### src/rtl/sraw_pkg.sv
package sraw_pkg;

  // Condition field, most significant first: lt, gt, eq, so.
  typedef struct packed {
    logic lt;
    logic gt;
    logic eq;
    logic so;
  } cond_field_t;

  localparam int COND_W = 4;

endpackage

### src/rtl/sraw_shift_core.sv
module sraw_shift_core #(
  parameter int WORD_W = 32,
  parameter int AMT_W  = $clog2(WORD_W) + 1
) (
  input  logic [WORD_W-1:0] word_i,
  input  logic [AMT_W-1:0]  amt_i,
  output logic [WORD_W-1:0] word_o
);

  localparam int STAGES = AMT_W - 1;

  logic [WORD_W-1:0] stage [STAGES+1];
  logic              sat;

  assign stage[0] = word_i;

  // Logarithmic arithmetic shifter: stage k shifts by 2**k when amt bit k is set.
  generate
    for (genvar k = 0; k < STAGES; k++) begin : g_stage
      localparam int DIST = 1 << k;
      always_comb begin
        if (amt_i[k]) begin
          stage[k+1] = {{DIST{stage[k][WORD_W-1]}}, stage[k][WORD_W-1:DIST]};
        end else begin
          stage[k+1] = stage[k];
        end
      end
    end
  endgenerate

  // The top amount bit means the shift covers the whole word: saturate to the sign.
  assign sat = amt_i[AMT_W-1];

  always_comb begin
    if (sat) begin
      word_o = {WORD_W{word_i[WORD_W-1]}};
    end else begin
      word_o = stage[STAGES];
    end
  end

endmodule

### src/rtl/sraw_carry_det.sv
module sraw_carry_det #(
  parameter int WORD_W = 32,
  parameter int AMT_W  = $clog2(WORD_W) + 1
) (
  input  logic [WORD_W-1:0] word_i,
  input  logic [AMT_W-1:0]  amt_i,
  output logic              carry_o
);

  logic [WORD_W-1:0] lost_mask;
  logic              any_lost;

  // Bit i leaves the word when the amount exceeds i.
  generate
    for (genvar i = 0; i < WORD_W; i++) begin : g_mask
      assign lost_mask[i] = (amt_i > AMT_W'(i));
    end
  endgenerate

  assign any_lost = |(word_i & lost_mask);

  // A negative word that loses a one-bit is the only carry case.
  assign carry_o = word_i[WORD_W-1] & any_lost;

endmodule

### src/rtl/sraw_cond_gen.sv
module sraw_cond_gen
  import sraw_pkg::*;
#(
  parameter int DATA_W = 64
) (
  input  logic [DATA_W-1:0] res_i,
  input  logic              rec_i,
  input  logic              so_i,
  output cond_field_t       cond_o
);

  logic is_neg;
  logic is_zero;

  assign is_neg  = res_i[DATA_W-1];
  assign is_zero = (res_i == '0);

  always_comb begin
    cond_o = '0;
    if (rec_i) begin
      cond_o.lt = is_neg;
      cond_o.gt = ~is_neg & ~is_zero;
      cond_o.eq = is_zero;
      cond_o.so = so_i;
    end
  end

endmodule

### src/rtl/sraw_unit.sv
module sraw_unit
  import sraw_pkg::*;
#(
  parameter int DATA_W  = 64,
  parameter int WORD_W  = 32,
  parameter bit OUT_REG = 1'b1
) (
  input  logic              clk,
  input  logic              rst_n,
  input  logic              in_valid,
  input  logic [DATA_W-1:0] src_i,
  input  logic [DATA_W-1:0] amt_i,
  input  logic              rec_i,
  input  logic              so_i,
  output logic              out_valid,
  output logic [DATA_W-1:0] result_o,
  output logic              ca_o,
  output logic              ca_we_o,
  output logic [COND_W-1:0] cr_o,
  output logic              cr_we_o
);

  localparam int AMT_W = $clog2(WORD_W) + 1;
  localparam int EXT_W = DATA_W - WORD_W;

  logic [WORD_W-1:0] word_in;
  logic [AMT_W-1:0]  amt;
  logic [WORD_W-1:0] word_sh;
  logic [DATA_W-1:0] res_c;
  logic              ca_c;
  cond_field_t       cond_c;
  logic              unused_hi;

  assign word_in   = src_i[WORD_W-1:0];
  assign amt       = amt_i[AMT_W-1:0];
  assign unused_hi = ^{src_i[DATA_W-1:WORD_W], amt_i[DATA_W-1:AMT_W]};

  sraw_shift_core #(.WORD_W(WORD_W), .AMT_W(AMT_W)) u_shift (
    .word_i (word_in),
    .amt_i  (amt),
    .word_o (word_sh)
  );

  sraw_carry_det #(.WORD_W(WORD_W), .AMT_W(AMT_W)) u_carry (
    .word_i  (word_in),
    .amt_i   (amt),
    .carry_o (ca_c)
  );

  assign res_c = {{EXT_W{word_sh[WORD_W-1]}}, word_sh};

  sraw_cond_gen #(.DATA_W(DATA_W)) u_cond (
    .res_i  (res_c),
    .rec_i  (rec_i),
    .so_i   (so_i),
    .cond_o (cond_c)
  );

  generate
    if (OUT_REG) begin : g_reg
      logic              vld_d,  vld_q;
      logic [DATA_W-1:0] res_d,  res_q;
      logic              ca_d,   ca_q;
      logic [COND_W-1:0] cr_d,   cr_q;
      logic              crwe_d, crwe_q;

      // Next state: data loads under the valid enable, enables track each op.
      always_comb begin
        vld_d  = in_valid;
        crwe_d = in_valid & rec_i;
        res_d  = res_q;
        ca_d   = ca_q;
        cr_d   = cr_q;
        if (in_valid) begin
          res_d = res_c;
          ca_d  = ca_c;
          cr_d  = cond_c;
        end
      end

      always_ff @(posedge clk or negedge rst_n) begin
        if (!rst_n) begin
          vld_q  <= 1'b0;
          res_q  <= '0;
          ca_q   <= 1'b0;
          cr_q   <= '0;
          crwe_q <= 1'b0;
        end else begin
          vld_q  <= vld_d;
          res_q  <= res_d;
          ca_q   <= ca_d;
          cr_q   <= cr_d;
          crwe_q <= crwe_d;
        end
      end

      assign out_valid = vld_q;
      assign result_o  = res_q;
      assign ca_o      = ca_q;
      assign ca_we_o   = vld_q;
      assign cr_o      = cr_q;
      assign cr_we_o   = crwe_q;

      assert_latency_R9: assert property (@(posedge clk) disable iff (!rst_n)
        in_valid |=> out_valid);
      assert_idle_R9: assert property (@(posedge clk) disable iff (!rst_n)
        !in_valid |=> (!out_valid && !cr_we_o && $stable(result_o) && $stable(ca_o)));
      assert_zero_amt_R4: assert property (@(posedge clk) disable iff (!rst_n)
        (in_valid && amt_i[AMT_W-1:0] == '0) |=>
          (!ca_o && result_o[WORD_W-1:0] == $past(src_i[WORD_W-1:0])));
      assert_sat_neg_R6: assert property (@(posedge clk) disable iff (!rst_n)
        (in_valid && amt_i[AMT_W-1] && src_i[WORD_W-1]) |=> (ca_o && (&result_o)));
      assert_so_copy_R10: assert property (@(posedge clk) disable iff (!rst_n)
        (in_valid && rec_i) |=> (cr_we_o && cr_o[0] == $past(so_i)));
    end else begin : g_comb
      assign out_valid = in_valid;
      assign result_o  = res_c;
      assign ca_o      = ca_c;
      assign ca_we_o   = in_valid;
      assign cr_o      = cond_c;
      assign cr_we_o   = in_valid & rec_i;
    end
  endgenerate

  assert_ca_every_op_R7: assert property (@(posedge clk) disable iff (!rst_n)
    ca_we_o == out_valid);
  assert_sext_R3: assert property (@(posedge clk) disable iff (!rst_n)
    out_valid |-> (result_o[DATA_W-1:WORD_W] == {EXT_W{result_o[WORD_W-1]}}));
  assert_cr_onehot_R8: assert property (@(posedge clk) disable iff (!rst_n)
    cr_we_o |-> ($countones(cr_o[COND_W-1:1]) == 1 && out_valid));

endmodule

### config.mk
export PLATFORM = sky130hd
export DESIGN_NAME = sraw_unit
export DESIGN_NICKNAME = d
export VERILOG_FILES = /design/src/rtl/sraw_pkg.sv /design/src/rtl/sraw_shift_core.sv /design/src/rtl/sraw_carry_det.sv /design/src/rtl/sraw_cond_gen.sv /design/src/rtl/sraw_unit.sv
export SDC_FILE = /design/constraint.sdc
export NUM_CORES = 1
export LEC_CHECK = 0
export ABC_AREA = 1
export BUFFER_PORTS_ARGS = -buffer_cell sky130_fd_sc_hd__buf_2
export CORE_ASPECT_RATIO = 0.8
export CORE_MARGIN = 10
export CORE_UTILIZATION = 38
export CTS_CLUSTER_SIZE = 24
export DETAILED_ROUTE_END_ITERATION = 8
export GPL_TIMING_DRIVEN = 0
export MAX_ROUTING_LAYER = met4
export PLACE_DENSITY = 0.69
export SLEW_MARGIN = 25
export SYNTH_ARGS = -nofsm -noshare
export SYNTH_HDL_FRONTEND = slang
export SYNTH_SLANG_ARGS = --single-unit
### constraint.sdc
create_clock -name clk -period 1.53 [get_ports clk]
set_input_delay 0.3825 -clock clk [delete_from_list [all_inputs] [get_ports clk]]
set_output_delay 0.3825 -clock clk [all_outputs]
set_load 0.02 [all_outputs]
# Word level (Yosys, flattened, before mapping)
# Cells that the tools add are included.
# word_totals
inputBits,133
out_inout_bits,72
ff_bits,39
wordCells,52
# classes
n_lt_le_gt_ge,32
mux,7
n_bitwise,6
n_reduce_logical,2
# op_table
operator,n
$mux 31,6
$gt 6x5->1 const B,16
$logic_not 64->1,1
$gt 6x4->1 const B,8
$and 32x32->32,1
$reduce_or 32->1,1
$gt 6x3->1 const B,4
$gt 6x1->1 const B,2
$gt 6x2->1 const B,2
$mux 4,1
$and 1x1->1,3
$not 1->1,2

# Logic depth before layout (Yosys ltp)
# depth
word_depth,10
ltp_mapped,19
depth_no_buf,18

# Hierarchy
# From an unflattened synthesis, not the netlist that was laid out.
# hier_totals
hier_cells,782
hier_area_um2,4449.3
# modules_own_cells
module,n_inst,area_per_inst_um2,cells_per_inst
sraw_shift_core,1,1881.8,381
sraw_unit,1,1712.9,193
sraw_carry_det,1,571.8,137
sraw_cond_gen,1,282.8,71

# Worst setup path after synthesis
# OpenSTA, ideal clock, no wires.
# synth_timing
path_type,input port to flip-flop
from,input amt_i[0]
to,register g_reg.cr_q[2] (netlist: cr_o[2])
path_slack_ps,-237
arrival_time_ps,1646
path_stages,16
path_cell_list,buf_6 buf_2 nand2_1 nand3_2 nand2_1 nand2_1 nand3_1 nand2_1 nand2_1 nand2_1 nor2_1 nand2_1 nor2_1 nand3_1 o21bai_1 nand2_1
# synth_between
elab_chain_cells,10
# synth_lines
element,line,rtl
start: declaration,sraw_unit.sv:12,"input logic [DATA_W-1:0] amt_i,"
$mux 31 (5 in series),sraw_shift_core.sv:22,if (amt_i[k]) begin
$mux 31,sraw_shift_core.sv:35,if (sat) begin
$logic_not 64->1,sraw_cond_gen.sv:16,assign is_zero = (res_i == '0);
$not 1->1,sraw_cond_gen.sv:22,cond_o.gt = ~is_neg & ~is_zero;
$and 1x1->1,sraw_cond_gen.sv:22,
$mux 4,sraw_cond_gen.sv:20,if (rec_i) begin
end signal: assignment,sraw_unit.sv:92,cr_q <= cr_d;
end: declaration,sraw_unit.sv:64,"logic [COND_W-1:0] cr_d, cr_q;"
# No other way between the ends.
# A chain may end at the register's enable or synchronous reset.

# Worst setup path after layout
# layout_timing
from,input amt_i[1]
to,register g_reg.cr_q[2] (netlist: cr_o[2])
# layout_between
elab_chain_cells,9
# layout_lines
element,line
$mux 31 (4 in series),sraw_shift_core.sv:22
$mux 31,sraw_shift_core.sv:35
$logic_not 64->1,sraw_cond_gen.sv:16
$not 1->1,sraw_cond_gen.sv:22
$and 1x1->1,sraw_cond_gen.sv:22
$mux 4,sraw_cond_gen.sv:20
# No other way between the ends.

==> impl_metrics.env <==
export IMPL_status="finished, violations left"
export IMPL_violations="negative setup slack"
export IMPL_crit_fanout=9
export IMPL_drv_cap=0
export IMPL_gr_usage_met3=0.04492
export IMPL_cts_tree="yes"
export IMPL_diodes=0
export IMPL_ys_types=30
export IMPL_synth_fp_nets=828
export IMPL_die_width_um=134.9
export IMPL_cts_sinks=39
export IMPL_ys_seq_area_frac=0.2430
export IMPL_grtUsageMet1=0.2880
export IMPL_synth_most_common_cell="nand2_1"
export IMPL_synthArstFlopShare=1.000
export IMPL_fp_row_count=33
export IMPL_setup_ws_ps=-406.6
export IMPL_syn_to_final_growth_pct=64.11
export IMPL_via_per_inst=5.580
export IMPL_finalNetCount=993
export IMPL_core_area_um2=10280
export IMPL_fin_crit_sh=1.266
export IMPL_clk_insertion_delay_late_ps=290
export IMPL_maxSlewViolCount=0
export IMPL_root_buffer="clkbuf_16"
export IMPL_p_leak_nw=3.360
export IMPL_hold_class="in2async"
export IMPL_ys_warn_count=0
export IMPL_synth_top_family_by_area="simple AND/OR/NAND/NOR gates"
export IMPL_use_met2=0.3468
export IMPL_min_period_ps=1937
export IMPL_synth_xor_area_share=0
export IMPL_grt_pass1_wl_um=27220
export IMPL_synth_edff_count=0
export IMPL_start_kind="input pin"
export IMPL_drt_iter0_drc=671
export IMPL_synthMuxAreaShare=0
export IMPL_clk_pin_slew_ps=60
export IMPL_synth_fa_ha_area_frac=0
export IMPL_cts_buffers=5
export IMPL_hold_buffers=0
export IMPL_dp_hpwl_um=12050
export IMPL_fin_cells=1001
export IMPL_clockBufferDepth=2
export IMPL_numPortBuffers=110
export IMPL_grt_ovfl_total=0
export IMPL_fin_util=0.6411
export IMPL_skew_ps=0
export IMPL_synth_top_area_share=0.2477
export IMPL_synth_common_cells="nand2_1 (265), nand3_1 (140), nor2_1 (52)"
export IMPL_ant_nets=0
export IMPL_yosys_top_cells_area="nand2_1 (25%), dfrtp_1 (24%), nand3_1 (17%)"
export IMPL_post_place_ws_ps=-836.6
export IMPL_avgSynthCellArea_um2=5.779
export IMPL_synth_compound_area_frac=0.09782
export IMPL_layout_drive_gt1_share=0.4402
export IMPL_design_area_um2=6591
export IMPL_htree_num_levels=2
export IMPL_dieArea_um2=15110
export IMPL_routabilityCongestion=0.9421
export IMPL_power_total_mw=4.899
export IMPL_grt_max_degree=40
export IMPL_syn_inst=695
export IMPL_grt_pass1_vias=5285
export IMPL_wire_per_inst_um=18.02
export IMPL_max_freq_mhz=516.4
export IMPL_fillers=877
export IMPL_vias=5586
export IMPL_placed_area_um2=4820
export IMPL_antenna_found_initial=0
export IMPL_ios=205
export IMPL_p_per_area_nw_per_um2=743.3
export IMPL_drc=0
export IMPL_tightest_slew_ps=889.3
export IMPL_synth_seq_cells=39
export IMPL_grt_busiest_layer="met2"
export IMPL_relSlewSlack=0.4071
export IMPL_synthSimpleGateAreaFrac=0.5128
export IMPL_grt_use_total=0.2239
export IMPL_finalHoldViolCount=0
export IMPL_required_ps=1710
export IMPL_vdd_drop_max_mv=0.6532
export IMPL_syn_area_um2=4016
export IMPL_arrival_ps=2110
export IMPL_rsz0062_at_grt="yes"
export IMPL_start_util=0.3907
export IMPL_end_kind="flop"
export IMPL_routed_wirelength_um=18040
export IMPL_place_inst=945
export IMPL_first_pass_iters=5
export IMPL_setup_viol=41
export IMPL_synth_ff_type="dfrtp_1"
export IMPL_die_h_um=112.0
export IMPL_yosys_area_top_type="nand2_1"
export IMPL_critPathKind="in2reg"
kinds of logic (layout without fill, tap and decap cells):
kind of cell           count (synthesis)  in the layout
flip-flops                            39             39
AO/OA/AOI/OAI                         72             72
buffers and inverters                104            270
AND/OR/NAND/NOR                      480            480
critical path, cell delays in order:
cell	delay, ps
buf_12	110
inv_8	60
buf_4	160
nand2_1	90
nand2_1	50
nand2_1	90
nand3_1	160
nand3_2	110
nand2_1	90
nor2_2	150
nand2_1	100
nor2_2	140
nand3_2	100
o21bai_1	230
nand2_1	80
timing repair:
action / CTS / global route
buffers inserted: 34 / 6
pin swaps: 52 / 29
endpoints found under the setup margin: 65 / 51
gates cloned: 6 / 2
resized for setup: 213 / 97
path summary, 6_finish.rpt:
kind	cells past startpoint	startpoint	slack [ps]	to
max	15	amt_i[1]	-410	cr_o[2]
min	1	rst_n	210	result_o[8]
max reg2reg	3	result_o[31]	520	result_o[31]
min reg2reg	2	result_o[14]	480	result_o[14]
max in group asynchronous	1	rst_n	660	result_o[31]
min in group clk	1	in_valid	300	ca_we_o
power breakdown:
group          switching (mW)  internal (mW)
Clock                   0.421          0.933
Sequential             0.0669           1.14
Combinational            1.36          0.973
Total                    1.85           3.05
state kept, by name, indices dropped and copies added (netlist names):
signal,flops
ca_o,1
ca_we_o,1
cr_o,4
result_o,32
cr_we_o,1
per-layer routing:
metal | vias to the layer above | part of all wire
met4 | 0 | 0.033
met3 | 68 | 0.096
met1 | 2585 | 0.40
met2 | 350 | 0.47
met5 | - | 0
li1 | 2583 | -
layout make-up:
class | count | area (um2) | share of cell area
plain buffers | 70 | 726.9 | 0.1103
clock buffers | 5 | 125.1 | 0.01898
clock inverters | 3 | 67.56 | 0.01025
inverters | 34 | 156.4 | 0.02373
multi-input cells | 552 | 3082 | 0.4675
flip-flops and latches | 39 | 979.7 | 0.1486
well taps | 140 | 175.2 | 0.02658
repair buffers | 158 | 1279 | 0.1940
layout by cell type, fill, tap and decap left out, types with 6 or more instances in the layout:
| cell type | instances |
|---|---|
| inv_1 | 25 |
| nor2_4 | 6 |
| nand3_2 | 51 |
| a21oi_2 | 11 |
| nor2_2 | 15 |
| a21oi_1 | 22 |
| o21ai_0 | 20 |
| nand2_2 | 35 |
| nand2_1 | 228 |
| nand2_4 | 6 |
| nor2_1 | 34 |
| buf_12 | 6 |
| buf_4 | 44 |
| nand3_4 | 8 |
| buf_6 | 76 |
| dfrtp_1 | 38 |
| nand3_1 | 85 |
| o21ai_1 | 6 |
| clkbuf_16 | 7 |
| buf_2 | 80 |
through the flow:
step / hold slack [ps] / setup TNS (ps)
4_1_cts: 233.1 / -2396
5_1_grt: 280.8 / -5664
6_report: 212.7 / -4312
2_1_floorplan: 86.91 / -1647
3_3_place_gp: 458.2 / -15260
3_5_place_dp: 463.2 / -15210
No activity file was read; power rests on OpenSTA's default activity.
